## config.mk

```make
export PLATFORM = sky130hd
export DESIGN_NAME = bcd_byte_alu
export DESIGN_NICKNAME = d
export VERILOG_FILES = /design/src/rtl/bcd_alu_pkg.sv /design/src/rtl/bcd_low_digit.sv /design/src/rtl/bcd_high_merge.sv /design/src/rtl/bcd_decimal_adjust.sv /design/src/rtl/bcd_byte_alu.sv
export SDC_FILE = /design/constraint.sdc
export NUM_CORES = 1
export LEC_CHECK = 0
export ABC_AREA = 1
export CORE_ASPECT_RATIO = 1.4
export CORE_MARGIN = 2
export CORE_UTILIZATION = 34
export CTS_CLUSTER_SIZE = 10
export DETAILED_ROUTE_END_ITERATION = 7
export DONT_BUFFER_PORTS = 1
export GPL_ROUTABILITY_DRIVEN = 0
export PLACE_DENSITY = 0.6
export SETUP_SLACK_MARGIN = 0.2
export SYNTH_ARGS = -nofsm -noshare
export SYNTH_HDL_FRONTEND = slang
export SYNTH_HIERARCHICAL = 1
export SYNTH_SLANG_ARGS = --single-unit
```

## constraint.sdc

```tcl
create_clock -name clk -period 4.5 [get_ports clk]
set_clock_uncertainty 0.05 [all_clocks]
set_input_delay 0.45 -clock clk [delete_from_list [all_inputs] [get_ports clk]]
set_output_delay 0.45 -clock clk [all_outputs]
set_load 0.05 [all_outputs]
```

## src/rtl/bcd_alu_pkg.sv

```systemverilog
package bcd_alu_pkg;

    typedef enum logic {
        BCD_ADD = 1'b0,
        BCD_SUB = 1'b1
    } bcd_op_e;

    typedef struct packed {
        logic c;
        logic x;
        logic v;
        logic n;
        logic z;
    } bcd_flags_t;

endpackage

```

## src/rtl/bcd_low_digit.sv

```systemverilog
module bcd_low_digit
    import bcd_alu_pkg::*;
#(
    parameter int DIGIT_W = 4
) (
    input  bcd_op_e                  op,
    input  logic [DIGIT_W-1:0]       dst_lo,
    input  logic [DIGIT_W-1:0]       src_lo,
    input  logic                     x_in,
    output logic [2*DIGIT_W-1:0]     lo_fixed
);
    localparam int BYTE_W = 2 * DIGIT_W;
    localparam logic [BYTE_W-1:0] DEC_LIM = BYTE_W'(10);
    localparam logic [BYTE_W-1:0] DEC_COR = BYTE_W'(6);

    logic [BYTE_W-1:0] dst_w;
    logic [BYTE_W-1:0] src_w;
    logic [BYTE_W-1:0] cin_w;
    logic [BYTE_W-1:0] raw;

    always_comb begin
        dst_w = BYTE_W'(dst_lo);
        src_w = BYTE_W'(src_lo);
        cin_w = BYTE_W'(x_in);
        if (op == BCD_ADD) begin
            raw = dst_w + src_w + cin_w;
        end else begin
            raw = dst_w - src_w - cin_w;
        end
        // unsigned compare, so wrapped negatives also get corrected
        if (raw >= DEC_LIM) begin
            lo_fixed = (op == BCD_ADD) ? raw + DEC_COR : raw - DEC_COR;
        end else begin
            lo_fixed = raw;
        end
    end
endmodule

```

## src/rtl/bcd_high_merge.sv

```systemverilog
module bcd_high_merge
    import bcd_alu_pkg::*;
#(
    parameter int DIGIT_W = 4
) (
    input  bcd_op_e                  op,
    input  logic [2*DIGIT_W-1:0]     lo_fixed,
    input  logic [DIGIT_W-1:0]       dst_hi,
    input  logic [DIGIT_W-1:0]       src_hi,
    output logic [2*DIGIT_W-1:0]     mid,
    output logic                     mid_cb
);
    localparam int BYTE_W = 2 * DIGIT_W;

    logic [BYTE_W-1:0] dh_w;
    logic [BYTE_W-1:0] sh_w;
    logic [BYTE_W-1:0] partial;
    logic [BYTE_W:0]   ext;

    always_comb begin
        dh_w    = {dst_hi, {DIGIT_W{1'b0}}};
        sh_w    = {src_hi, {DIGIT_W{1'b0}}};
        partial = lo_fixed + dh_w;
        if (op == BCD_ADD) begin
            ext = {1'b0, partial} + {1'b0, sh_w};
        end else begin
            ext = {1'b0, partial} - {1'b0, sh_w};
        end
        mid    = ext[BYTE_W-1:0];
        mid_cb = ext[BYTE_W];
    end
endmodule

```

## src/rtl/bcd_decimal_adjust.sv

```systemverilog
module bcd_decimal_adjust
    import bcd_alu_pkg::*;
#(
    parameter int DIGIT_W = 4
) (
    input  bcd_op_e                  op,
    input  logic [2*DIGIT_W-1:0]     mid,
    input  logic                     mid_cb,
    output logic [2*DIGIT_W-1:0]     res,
    output logic                     c_out,
    output logic                     v_out
);
    localparam int BYTE_W = 2 * DIGIT_W;
    localparam int MSB    = BYTE_W - 1;
    localparam logic [BYTE_W-1:0] HI_LIM = BYTE_W'(10 << DIGIT_W);
    localparam logic [BYTE_W-1:0] HI_COR = BYTE_W'(6 << DIGIT_W);

    logic [BYTE_W-1:0] stepped;
    logic              sgn_ovf;

    always_comb begin
        c_out   = mid_cb || (mid >= HI_LIM);
        stepped = (op == BCD_ADD) ? mid + HI_COR : mid - HI_COR;
        // positive constant: add overflows pos->neg, subtract neg->pos
        if (op == BCD_ADD) begin
            sgn_ovf = !mid[MSB] && stepped[MSB];
        end else begin
            sgn_ovf = mid[MSB] && !stepped[MSB];
        end
        res   = c_out ? stepped : mid;
        v_out = c_out && sgn_ovf;
    end
endmodule

```

## src/rtl/bcd_byte_alu.sv

```systemverilog
module bcd_byte_alu
    import bcd_alu_pkg::*;
#(
    parameter int DIGIT_W = 4
) (
    input  logic                   clk,
    input  logic                   rst,
    input  logic                   in_valid,
    output logic                   in_ready,
    input  logic                   in_op,
    input  logic [2*DIGIT_W-1:0]   in_dst,
    input  logic [2*DIGIT_W-1:0]   in_src,
    input  logic                   in_x,
    input  logic                   in_z,
    output logic                   out_valid,
    output logic [2*DIGIT_W-1:0]   out_res,
    output logic                   out_c,
    output logic                   out_x,
    output logic                   out_v,
    output logic                   out_n,
    output logic                   out_z
);
    localparam int BYTE_W = 2 * DIGIT_W;

    typedef struct packed {
        logic              valid;
        logic [BYTE_W-1:0] res;
        bcd_flags_t        flags;
    } stage_t;

    bcd_op_e           op;
    logic [BYTE_W-1:0] lo_fixed;
    logic [BYTE_W-1:0] mid;
    logic              mid_cb;
    logic [BYTE_W-1:0] res_c;
    logic              c_c;
    logic              v_c;
    logic              accept;
    stage_t            stage_d;
    stage_t            stage_q;

    assign op       = bcd_op_e'(in_op);
    assign in_ready = !rst;
    assign accept   = in_valid && in_ready;

    bcd_low_digit #(.DIGIT_W(DIGIT_W)) i_low (
        .op       (op),
        .dst_lo   (in_dst[DIGIT_W-1:0]),
        .src_lo   (in_src[DIGIT_W-1:0]),
        .x_in     (in_x),
        .lo_fixed (lo_fixed)
    );

    bcd_high_merge #(.DIGIT_W(DIGIT_W)) i_high (
        .op       (op),
        .lo_fixed (lo_fixed),
        .dst_hi   (in_dst[BYTE_W-1:DIGIT_W]),
        .src_hi   (in_src[BYTE_W-1:DIGIT_W]),
        .mid      (mid),
        .mid_cb   (mid_cb)
    );

    bcd_decimal_adjust #(.DIGIT_W(DIGIT_W)) i_adj (
        .op     (op),
        .mid    (mid),
        .mid_cb (mid_cb),
        .res    (res_c),
        .c_out  (c_c),
        .v_out  (v_c)
    );

    always_comb begin
        stage_d       = stage_q;
        stage_d.valid = accept;
        if (accept) begin
            stage_d.res     = res_c;
            stage_d.flags.c = c_c;
            stage_d.flags.x = c_c;
            stage_d.flags.v = v_c;
            stage_d.flags.n = res_c[BYTE_W-1];
            stage_d.flags.z = (res_c == '0) ? in_z : 1'b0;
        end
    end

    always_ff @(posedge clk) begin
        if (rst) begin
            stage_q <= '0;
        end else begin
            stage_q <= stage_d;
        end
    end

    assign out_valid = stage_q.valid;
    assign out_res   = stage_q.res;
    assign out_c     = stage_q.flags.c;
    assign out_x     = stage_q.flags.x;
    assign out_v     = stage_q.flags.v;
    assign out_n     = stage_q.flags.n;
    assign out_z     = stage_q.flags.z;
endmodule

```

== Word level (Yosys, flattened, before mapping) ==
Cells that the tools add are included.
Word-level totals
  bits in latches: 0
  memory bits (writable): 0
  input port bits: 22
  ROM bits: 0
  memories: 0
  bits in registers: 13
Operators by class
  add/subtract/negate cells: 11
  $lt $le $gt $ge: 2
  bitwise logic cells: 0
  eq/ne operators: 0
  div/mod/pow operators: 0
  multipliers: 0
  shift operators: 0
  reduce and logical (&&, ||, !) cells: 9
  mux-type cells: 8
Operators with widths (count)
  $mux 8: 5
  $add 8x8->9: 1
  $mux 9: 1
  $sub 8x8->9: 1
  $add 8x1->8: 1
  $add 8x3->8 const B: 1
  $add 8x7->8 const B: 1
  $add 8x8->8: 1
  $ge 8x4->1 const B: 1
  $ge 8x8->1 const B: 1
  $logic_not 8->1: 1
  $sub 8x1->8: 1
  $sub 8x3->8 const B: 1
  $sub 8x7->8 const B: 1
  $add 4x4->5: 1
  $sub 4x4->5: 1
  $logic_and 1x1->1: 4
  $logic_not 1->1: 3
  $mux 1: 2
  $logic_or 1x1->1: 1

== Logic depth before layout (Yosys ltp) ==
Gate-level depths: netlist of run 1.
  word-level depth: 15
  depth in mapped cells: 41
  gate-level depth less buffers: 41

== Hierarchy ==
Netlist of run 1, hierarchy kept.
By module, submodules not included
  bcd_low_digit: instances 1, cells an instance 160, area each 889.6 µm²
  bcd_byte_alu: instances 1, cells an instance 59, area each 456.7 µm²
  bcd_high_merge: instances 1, cells an instance 68, area each 401.6 µm²
  bcd_decimal_adjust: instances 1, cells an instance 31, area each 165.2 µm²

== Least setup slack after synthesis of run 1 ==
OpenSTA, ideal clock, no wires.
  kind: input port to flip-flop
  from: input port in_dst[0]
  to: register stage_q (netlist bit out_z)
  stages: 30
  path buffers: 0
  setup slack: -0.320 ns
  data arrival time: 4.704 ns
  data required time: 4.384 ns
  cells stage by stage: inv_1 > ha_1 > fa_1 > inv_1 > nand2_1 > nand2_1 > nor2_2 > nand3_2 > nand3_1 > nand2_1 > inv_1 > ha_1 > nand2_1 > nand2_1 > xnor2_1 > a21oi_1 > ha_1 > fa_1 > fa_1 > xor2_1 > fa_1 > inv_1 > nand3_1 > nand3_1 > nand2_1 > nor2_1 > nand2_1 > nor2_1 > nand2_1 > a21oi_2
Between the ends
  cells in the longest elaborated chain, start to end: 14
  elaborated cells between the ends (all ways): 22
RTL lines
  from (decl): RTL line bcd_byte_alu.sv:11  | input logic [2*DIGIT_W-1:0] in_dst,
  $add 4x4->5 / $sub 4x4->5 (equally long branches): RTL line bcd_low_digit.sv:26, bcd_low_digit.sv:28
  $add 8x1->8 / $sub 8x1->8 (equally long branches): RTL line bcd_low_digit.sv:26, bcd_low_digit.sv:28
  $mux 8 *: RTL line bcd_low_digit.sv:25  | if (op == BCD_ADD) begin
  $add 8x3->8 / $sub 8x3->8 (equally long branches): RTL line bcd_low_digit.sv:32  | lo_fixed = (op == BCD_ADD) ? raw + DEC_COR : raw - DEC_COR;
  $mux 8: RTL line bcd_low_digit.sv:32
  $mux 8 *: RTL line bcd_low_digit.sv:31  | if (raw >= DEC_LIM) begin
  net lo_fixed[4]: RTL line bcd_byte_alu.sv:32  | logic [BYTE_W-1:0] lo_fixed;
  $add 8x8->8 *: RTL line bcd_high_merge.sv:23  | partial = lo_fixed + dh_w;
  $add 8x8->9 / $sub 8x8->9 (equally long branches): RTL line bcd_high_merge.sv:25, bcd_high_merge.sv:27
  $mux 9 *: RTL line bcd_high_merge.sv:24  | if (op == BCD_ADD) begin
  net mid[6]: RTL line bcd_byte_alu.sv:33  | logic [BYTE_W-1:0] mid;
  $add 8x7->8, or another cell as far along: RTL line bcd_decimal_adjust.sv:23  | stepped = (op == BCD_ADD) ? mid + HI_COR : mid - HI_COR;
  $mux 8 / $logic_or 1x1->1 (equally long branches): RTL line bcd_decimal_adjust.sv:23, bcd_decimal_adjust.sv:22
  $mux 8 *: RTL line bcd_decimal_adjust.sv:30  | res = c_out ? stepped : mid;
  net res_c[7]: RTL line bcd_byte_alu.sv:35  | logic [BYTE_W-1:0] res_c;
  $logic_not 8->1 *: RTL line bcd_byte_alu.sv:81  | stage_d.flags.z = (res_c == '0) ? in_z : 1'b0;
  $mux 1 *: RTL line bcd_byte_alu.sv:81
  to (signal assigned): RTL line bcd_byte_alu.sv:89  | stage_q <= stage_d;
  to (decl): RTL line bcd_byte_alu.sv:40  | stage_t stage_q;
The timed path passes the listed nets; every way through them passes the cells marked *.
A chain may end at the register's enable or synchronous reset.

== Worst setup path after layout of run 1 ==
  from: input port in_dst[0]
  to: register stage_q (netlist bit out_res[7])
Between the ends
  cells in the longest elaborated chain, start to end: 12
  elaborated cells between the ends (all ways): 20
RTL lines (RTL line)
  $add 4x4->5 / $sub 4x4->5 (equally long branches): bcd_low_digit.sv:26, bcd_low_digit.sv:28
  $add 8x1->8 / $sub 8x1->8 (equally long branches): bcd_low_digit.sv:26, bcd_low_digit.sv:28
  $mux 8 *: bcd_low_digit.sv:25
  $add 8x3->8 / $sub 8x3->8 (equally long branches): bcd_low_digit.sv:32
  $mux 8: bcd_low_digit.sv:32
  $mux 8 *: bcd_low_digit.sv:31
  net lo_fixed[4]: bcd_byte_alu.sv:32
  $add 8x8->8 *: bcd_high_merge.sv:23
  $add 8x8->9 / $sub 8x8->9 (equally long branches): bcd_high_merge.sv:25, bcd_high_merge.sv:27
  $mux 9 *: bcd_high_merge.sv:24
  net mid[5]: bcd_byte_alu.sv:33
  $add 8x7->8, or another cell as far along: bcd_decimal_adjust.sv:23
  $mux 8 / $logic_or 1x1->1 (equally long branches): bcd_decimal_adjust.sv:23, bcd_decimal_adjust.sv:22
  $mux 8 *: bcd_decimal_adjust.sv:30
  net res_c[7]: bcd_byte_alu.sv:35
Marked as above.

==> qor.txt, run 1 <==
Status -> completed
Sw power -> 727 uW
Number of global-route vias before repair -> 1954
Pint -> 793 uW
Fmax achieved -> 227 MHz
Largest net degree at the start of global routing -> 19
Die area -> 6250 um2
Max clock buf depth -> 2
Layout Area Growth over Synthesis -> 42.6%
Mapped Nets -> 368
Placed Cells -> 409
TritonCTS buffer count -> 3
Clock root buffer -> clkbuf_8
Crit path top cell by count -> fa_2
CP required -> 4620 ps
Design Area, Final -> 2730 um2
Post-DP HPWL -> 3.55 mm
PortBufs -> 0
Core ar. -> 5490 um2
Chip height -> 92.8 um
Routed len/inst -> 10.9 um
Crit path kind -> in -> reg
Critical-path top delay cell -> fa_2
Ant diodes -> 0
Commonest non-fill, non-tap cells in the layout -> nand2_1 (76), buf_4 (48), inv_1 (42)
Max VDD drop -> 0.175 mV
Met1 WL -> 1.85 mm
Power density over the cells -> 557 nW/um2
Residual DRC -> 0
WL met2 -> 2.62 mm
Fin crit share -> 97.9%
CP Data Arrival Time -> 4520 ps
Final net count -> 414
Critical path, cell by cell -> inv_8 -> ha_4 -> fa_2 -> ha_4 -> nand3_4 -> inv_4 -> nand4_1 -> nand3_2 -> nand2_2 -> ha_4 -> xnor2_2 -> a21oi_2 -> ha_2 -> fa_2 -> fa_2 -> fa_2 -> buf_6 -> nand2_2 -> nand3_2 -> nand2_2 -> buf_6 -> buf_6 -> nor2_2 -> nor2_1
Via density -> 4.71
Routed Antenna Nets -> 0
Share of layout cells above drive strength 1 -> 44.1%
CTS tree -> yes
Sw Share -> 47.8%
Post-Syn Instances -> 318
Antenna violations before repair -> 0
Seq pwr share -> 15.9%
Hold Vio Cnt, Final -> 0
Non-Filler Instances -> 431
Yosys reg bits -> 12
Clk slew on worst S/H paths -> 50 ps
Most common cell after layout, fill and taps aside -> nand2_1
CP startpoint kind -> input pin
Via count -> 2030
CTS sink cnt -> 12
GRT overflow -> 0
Worst-path fanout max -> 3
Clock Power Share -> 7.6%
First-pass GRT wire length -> 7.65 mm
Starting Density -> 34.9%
Post-DP Area -> 2270 um2
Classification of the worst-slack hold path -> in -> reg
Drt pass-1 iters -> 4
Max cap viols -> 0
Row Count -> 32
Max Used Layer -> met4
Met3 wire length -> 143 um
Ports -> 37
Comb pwr share -> 76.5%
Die width -> 67.4 um
Cell area after synthesis -> 1910 um2
Yosys Warn Count -> 6
Yosys cell types -> 26
Final Setup Violations -> 0
Seq/Total Area, Yosys -> 12.6%
CP peak stage delay -> 600 ps
Worst-margin pin slew -> 960 ps
Gr usage total -> 15.0%
DRT iter0 DRCs -> 60
H-tree Lvls -> 1
Slew Limit Fails -> 0
WP buf/inv -> 5
Clk_lat worst skew -> 240 ps
Crit path capture type -> register
Fin crit period -> 4400 ps
Slew headroom -> 35.9%
LEAKAGE -> 0.00142 uW
Avg Cell Area, Syn -> 6.02 um2
Top Family by Delay on Critical Path -> adder cells
WL final -> 4.68 mm
RSZ-0062 raised after global routing -> true
## metal layers
layer | track usage, % | vias to the layer above
met4 | 1.19 | 0
li1 | - | 1076
met2 | 31.1 | 36
met1 | 15.9 | 914
met3 | 1.34 | 4
met5 | 0 | -
## stage by stage
stage               setup slack [ps]  hold WS (ps)  util [%]  total power [uW]  TNS (ps)
floorplan                      -50.7           462         -               820     -50.7
global placement                -200           464      41.4              1060      -384
detailed placement              -234           465      41.4              1070      -519
CTS                              107           211      45.3              1300         0
global route                    -207           214      49.7              1660      -446
finish                          95.5           216      49.7              1520         0
## cells by family after synthesis
| logic type | count (synthesis) | synth area share, % |
|---|---|---|
| AND/OR/NAND/NOR | 168 | 37.9 |
| buffers and inverters | 68 | 16.2 |
| AO/OA/AOI/OAI | 37 | 10.9 |
| adder cells (fa/ha/maj) | 28 | 20.3 |
| flip-flops | 12 | 12.6 |
| XOR/XNOR | 5 | 2.29 |
## final timing paths
check,start,to,slack [ps],cells after the start
worst max-delay path,in_dst[0],out_res[7],100,24
worst min-delay path,rst,out_z,220,1
worst max register to register,out_res[7],out_res[7],3080,2
worst min register to register,out_res[2],out_res[2],660,2
## state kept, by name, summed over array words and instances (netlist names)
name / cells
out_valid: 1
out_z: 1
out_x: 1
out_res: 8
out_v: 1
## synthesized netlist by cell type
library cell	instances	area [um2]
nand3_1	26	130
inv_2	2	7.51
fa_1	5	100
nand3_2	2	20.0
xnor2_1	1	8.76
nor2_2	2	12.5
buf_2	1	5.00
a21oi_1	17	85.1
nand2_1	102	383
clkinv_1	1	3.75
nand4_1	3	18.8
nand2_2	7	43.8
o21ai_2	3	26.3
xor2_1	4	35.0
nand2_4	1	11.3
nand3b_1	1	7.51
o21ai_0	13	65.1
buf_6	1	11.3
ha_1	23	288
a21oi_2	3	26.3
dfxtp_1	12	240
o21ai_1	1	5.00
nor2_1	23	86.3
buf_4	12	90.1
inv_1	51	191
nor2_4	1	11.3
## repair_timing
item,in CTS,in global routing
pin swaps,27,39
resized for setup,22,53
hold buffers,0,0
setup buffers,11,7
endpoints found under the setup margin,4,6
## final cells by class
| cell class | instances | area (um2) |
|---|---|---|
| fill | 551 | 2760 |
| multi-input combinational | 238 | 1700 |
| timing repair buffer | 55 | 439 |
| sequential | 12 | 240 |
| inverter | 54 | 213 |
| tap | 68 | 85.1 |
| clock buffer | 4 | 55.1 |
## power groups by stage
stage	clock network [uW]	registers (uW)	logic (uW)
2_1_floorplan	0	219	601
3_3_place_gp	0	244	814
3_5_place_dp	0	244	822
4_1_cts	118	242	939
5_1_grt	122	245	1300
6_report	116	242	1160
(Power assumes the default switching activity.)
==> inputs of run 2 (changes only) <==
--- a/config.mk
+++ b/config.mk
@@ -14,6 +14,7 @@
 export DONT_BUFFER_PORTS = 1
 export GPL_ROUTABILITY_DRIVEN = 0
 export PLACE_DENSITY = 0.6
+export REMOVE_ABC_BUFFERS = 1
 export SETUP_SLACK_MARGIN = 0.2
 export SYNTH_ARGS = -nofsm -noshare
 export SYNTH_HDL_FRONTEND = slang
==> qor.txt, run 2 (synthesized netlist as in run 1, its figures left out) <==
Status -> complete, but fails checks
Violated checks -> setup timing
GRT overflow -> 0
Worst-margin pin slew -> 1020 ps
CTS Hold Bufs -> 0
Final net count -> 440
Design Area, Final -> 3020 um2
Max clock buf depth -> 2
Most common cell after layout, fill and taps aside -> nand2_1
Worst R2R Setup Slack -> 3000 ps
Crit path capture type -> register
Layout Area Growth over Synthesis -> 58.0%
Post-DP HPWL -> 3.55 mm
Row Count -> 32
Max VDD drop -> 0.307 mV
Routed len/inst -> 12.8 um
Fin crit share -> 102%
Reg2reg path depth -> 2
Drt pass-1 iters -> 4
Hold Crit Start -> rst
DRT iter0 DRCs -> 90
Ant diodes -> 0
Largest net degree at the start of global routing -> 19
CP required -> 4630 ps
Routed Antenna Nets -> 0
Post-DP Area -> 2180 um2
PortBufs -> 0
Clock root buffer -> clkbuf_8
Max cap viols -> 0
Worst-path fanout max -> 3
Starting Density -> 34.9%
Antenna violations before repair -> 0
Slew headroom -> 32.2%
Classification of the worst-slack hold path -> in -> reg
Place WS -> -563 ps
WL final -> 5.86 mm
CTS tree -> yes
Core ar. -> 5490 um2
Clk slew on worst S/H paths -> 50 ps
Clk_lat worst skew -> 240 ps
Final WS setup -> -71.2 ps
CTS sink cnt -> 12
Layout fillers -> 485
Max FFs per register -> 8
Crit path kind -> in -> reg
Fmax achieved -> 219 MHz
Hold Path End -> out_z
Register Area -> 240 um2
RSZ-0062 raised after global routing -> true
Residual DRC -> 0
TNS Setup -> -128 ps
LEAKAGE -> 0.00157 uW
Via count -> 2243
Critical-path top delay cell -> fa_2
Number of global-route vias before repair -> 2151
CP Data Arrival Time -> 4700 ps
Commonest non-fill, non-tap cells in the layout -> nand2_1 (77), buf_4 (50), inv_1 (40)
Fin crit period -> 4570 ps
Final Setup Violations -> 2
Share of layout cells above drive strength 1 -> 47.2%
TritonCTS buffer count -> 3
Via density -> 4.92
Slew Limit Fails -> 0
Hold depth -> 1
CP peak stage delay -> 570 ps
H-tree Lvls -> 1
Reg2reg end -> out_res[7]
Hold Vio Cnt, Final -> 0
CP startpoint kind -> input pin
Area of the multi-input gates -> 1720 um2
R2r startpoint -> out_res[7]
Die width -> 67.4 um
Power density over the cells -> 606 nW/um2
Chip height -> 92.8 um
First-pass GRT wire length -> 8.59 mm
Gr usage total -> 17.2%
Die area -> 6250 um2
Ports -> 37
run 2: cell types whose count changed in the layout (fill, tap and decap cells not counted), sizes merged:
cell,previous run,this run
buf,55,81
clkbuf,4,3
run 2: critical path, delay by kind of cell:
| family | cells | cell delay, ps |
|---|---|---|
| compound gates | 2 | 180 |
| xor+xnor | 3 | 540 |
| fa+ha+maj | 8 | 2350 |
| buf+inv | 3 | 170 |
| simple gates | 12 | 1000 |
run 2: final cells by class:
class,instances,area share (%)
Tap cell,68,2.81
Clock buffer,3,1.37
Timing Repair Buffer,81,24.0
Multi-Input combinational cell,238,57.0
Sequential cell,12,7.95
Inverter,54,6.87
run 2: power breakdown:
group | switching [uW] | leakage, uW | internal, uW
Combinational | 704 | 0.00145 | 787
Sequential | 116 | 0.0000994 | 129
Clock | 38.7 | 0.0000216 | 58.9
run 2: what timing repair did:
action,CTS,global route
setup buffers,35,7
setup endpoints to repair,6,7
pin swaps,29,50
resized for setup,57,71
run 2: worst max-delay path by stage:
| stage | from | to | slack (ps) | cells past startpoint |
|---|---|---|---|---|
| 5_1_grt | in_dst[0] | out_z | -320 | 28 |
| 3_3_place_gp | in_dst[0] | out_z | -490 | 30 |
| 2_1_floorplan | in_dst[0] | out_z | -320 | 30 |
| 6_report | in_dst[0] | out_z | -70 | 28 |
| 4_1_cts | in_dst[0] | out_z | 50 | 36 |
| 3_5_place_dp | in_dst[0] | out_z | -560 | 27 |
run 2: metal layers:
layer | GRT usage [%] | routed length [um]
met3 | 2.55 | 187
met4 | 5.10 | 157
met2 | 34.7 | 3350
met5 | 0 | 0
met1 | 17.0 | 2160
run 2: stage by stage:
stage	total power [uW]	utilization, %	instances	hold WS, ps
3_3_place_gp	1030	39.8	411	463
5_1_grt	1970	55.1	456	198
3_5_place_dp	1040	39.8	411	465
6_report	1830	55.1	456	213
2_1_floorplan	734	-	304	462
4_1_cts	1420	49.1	449	213
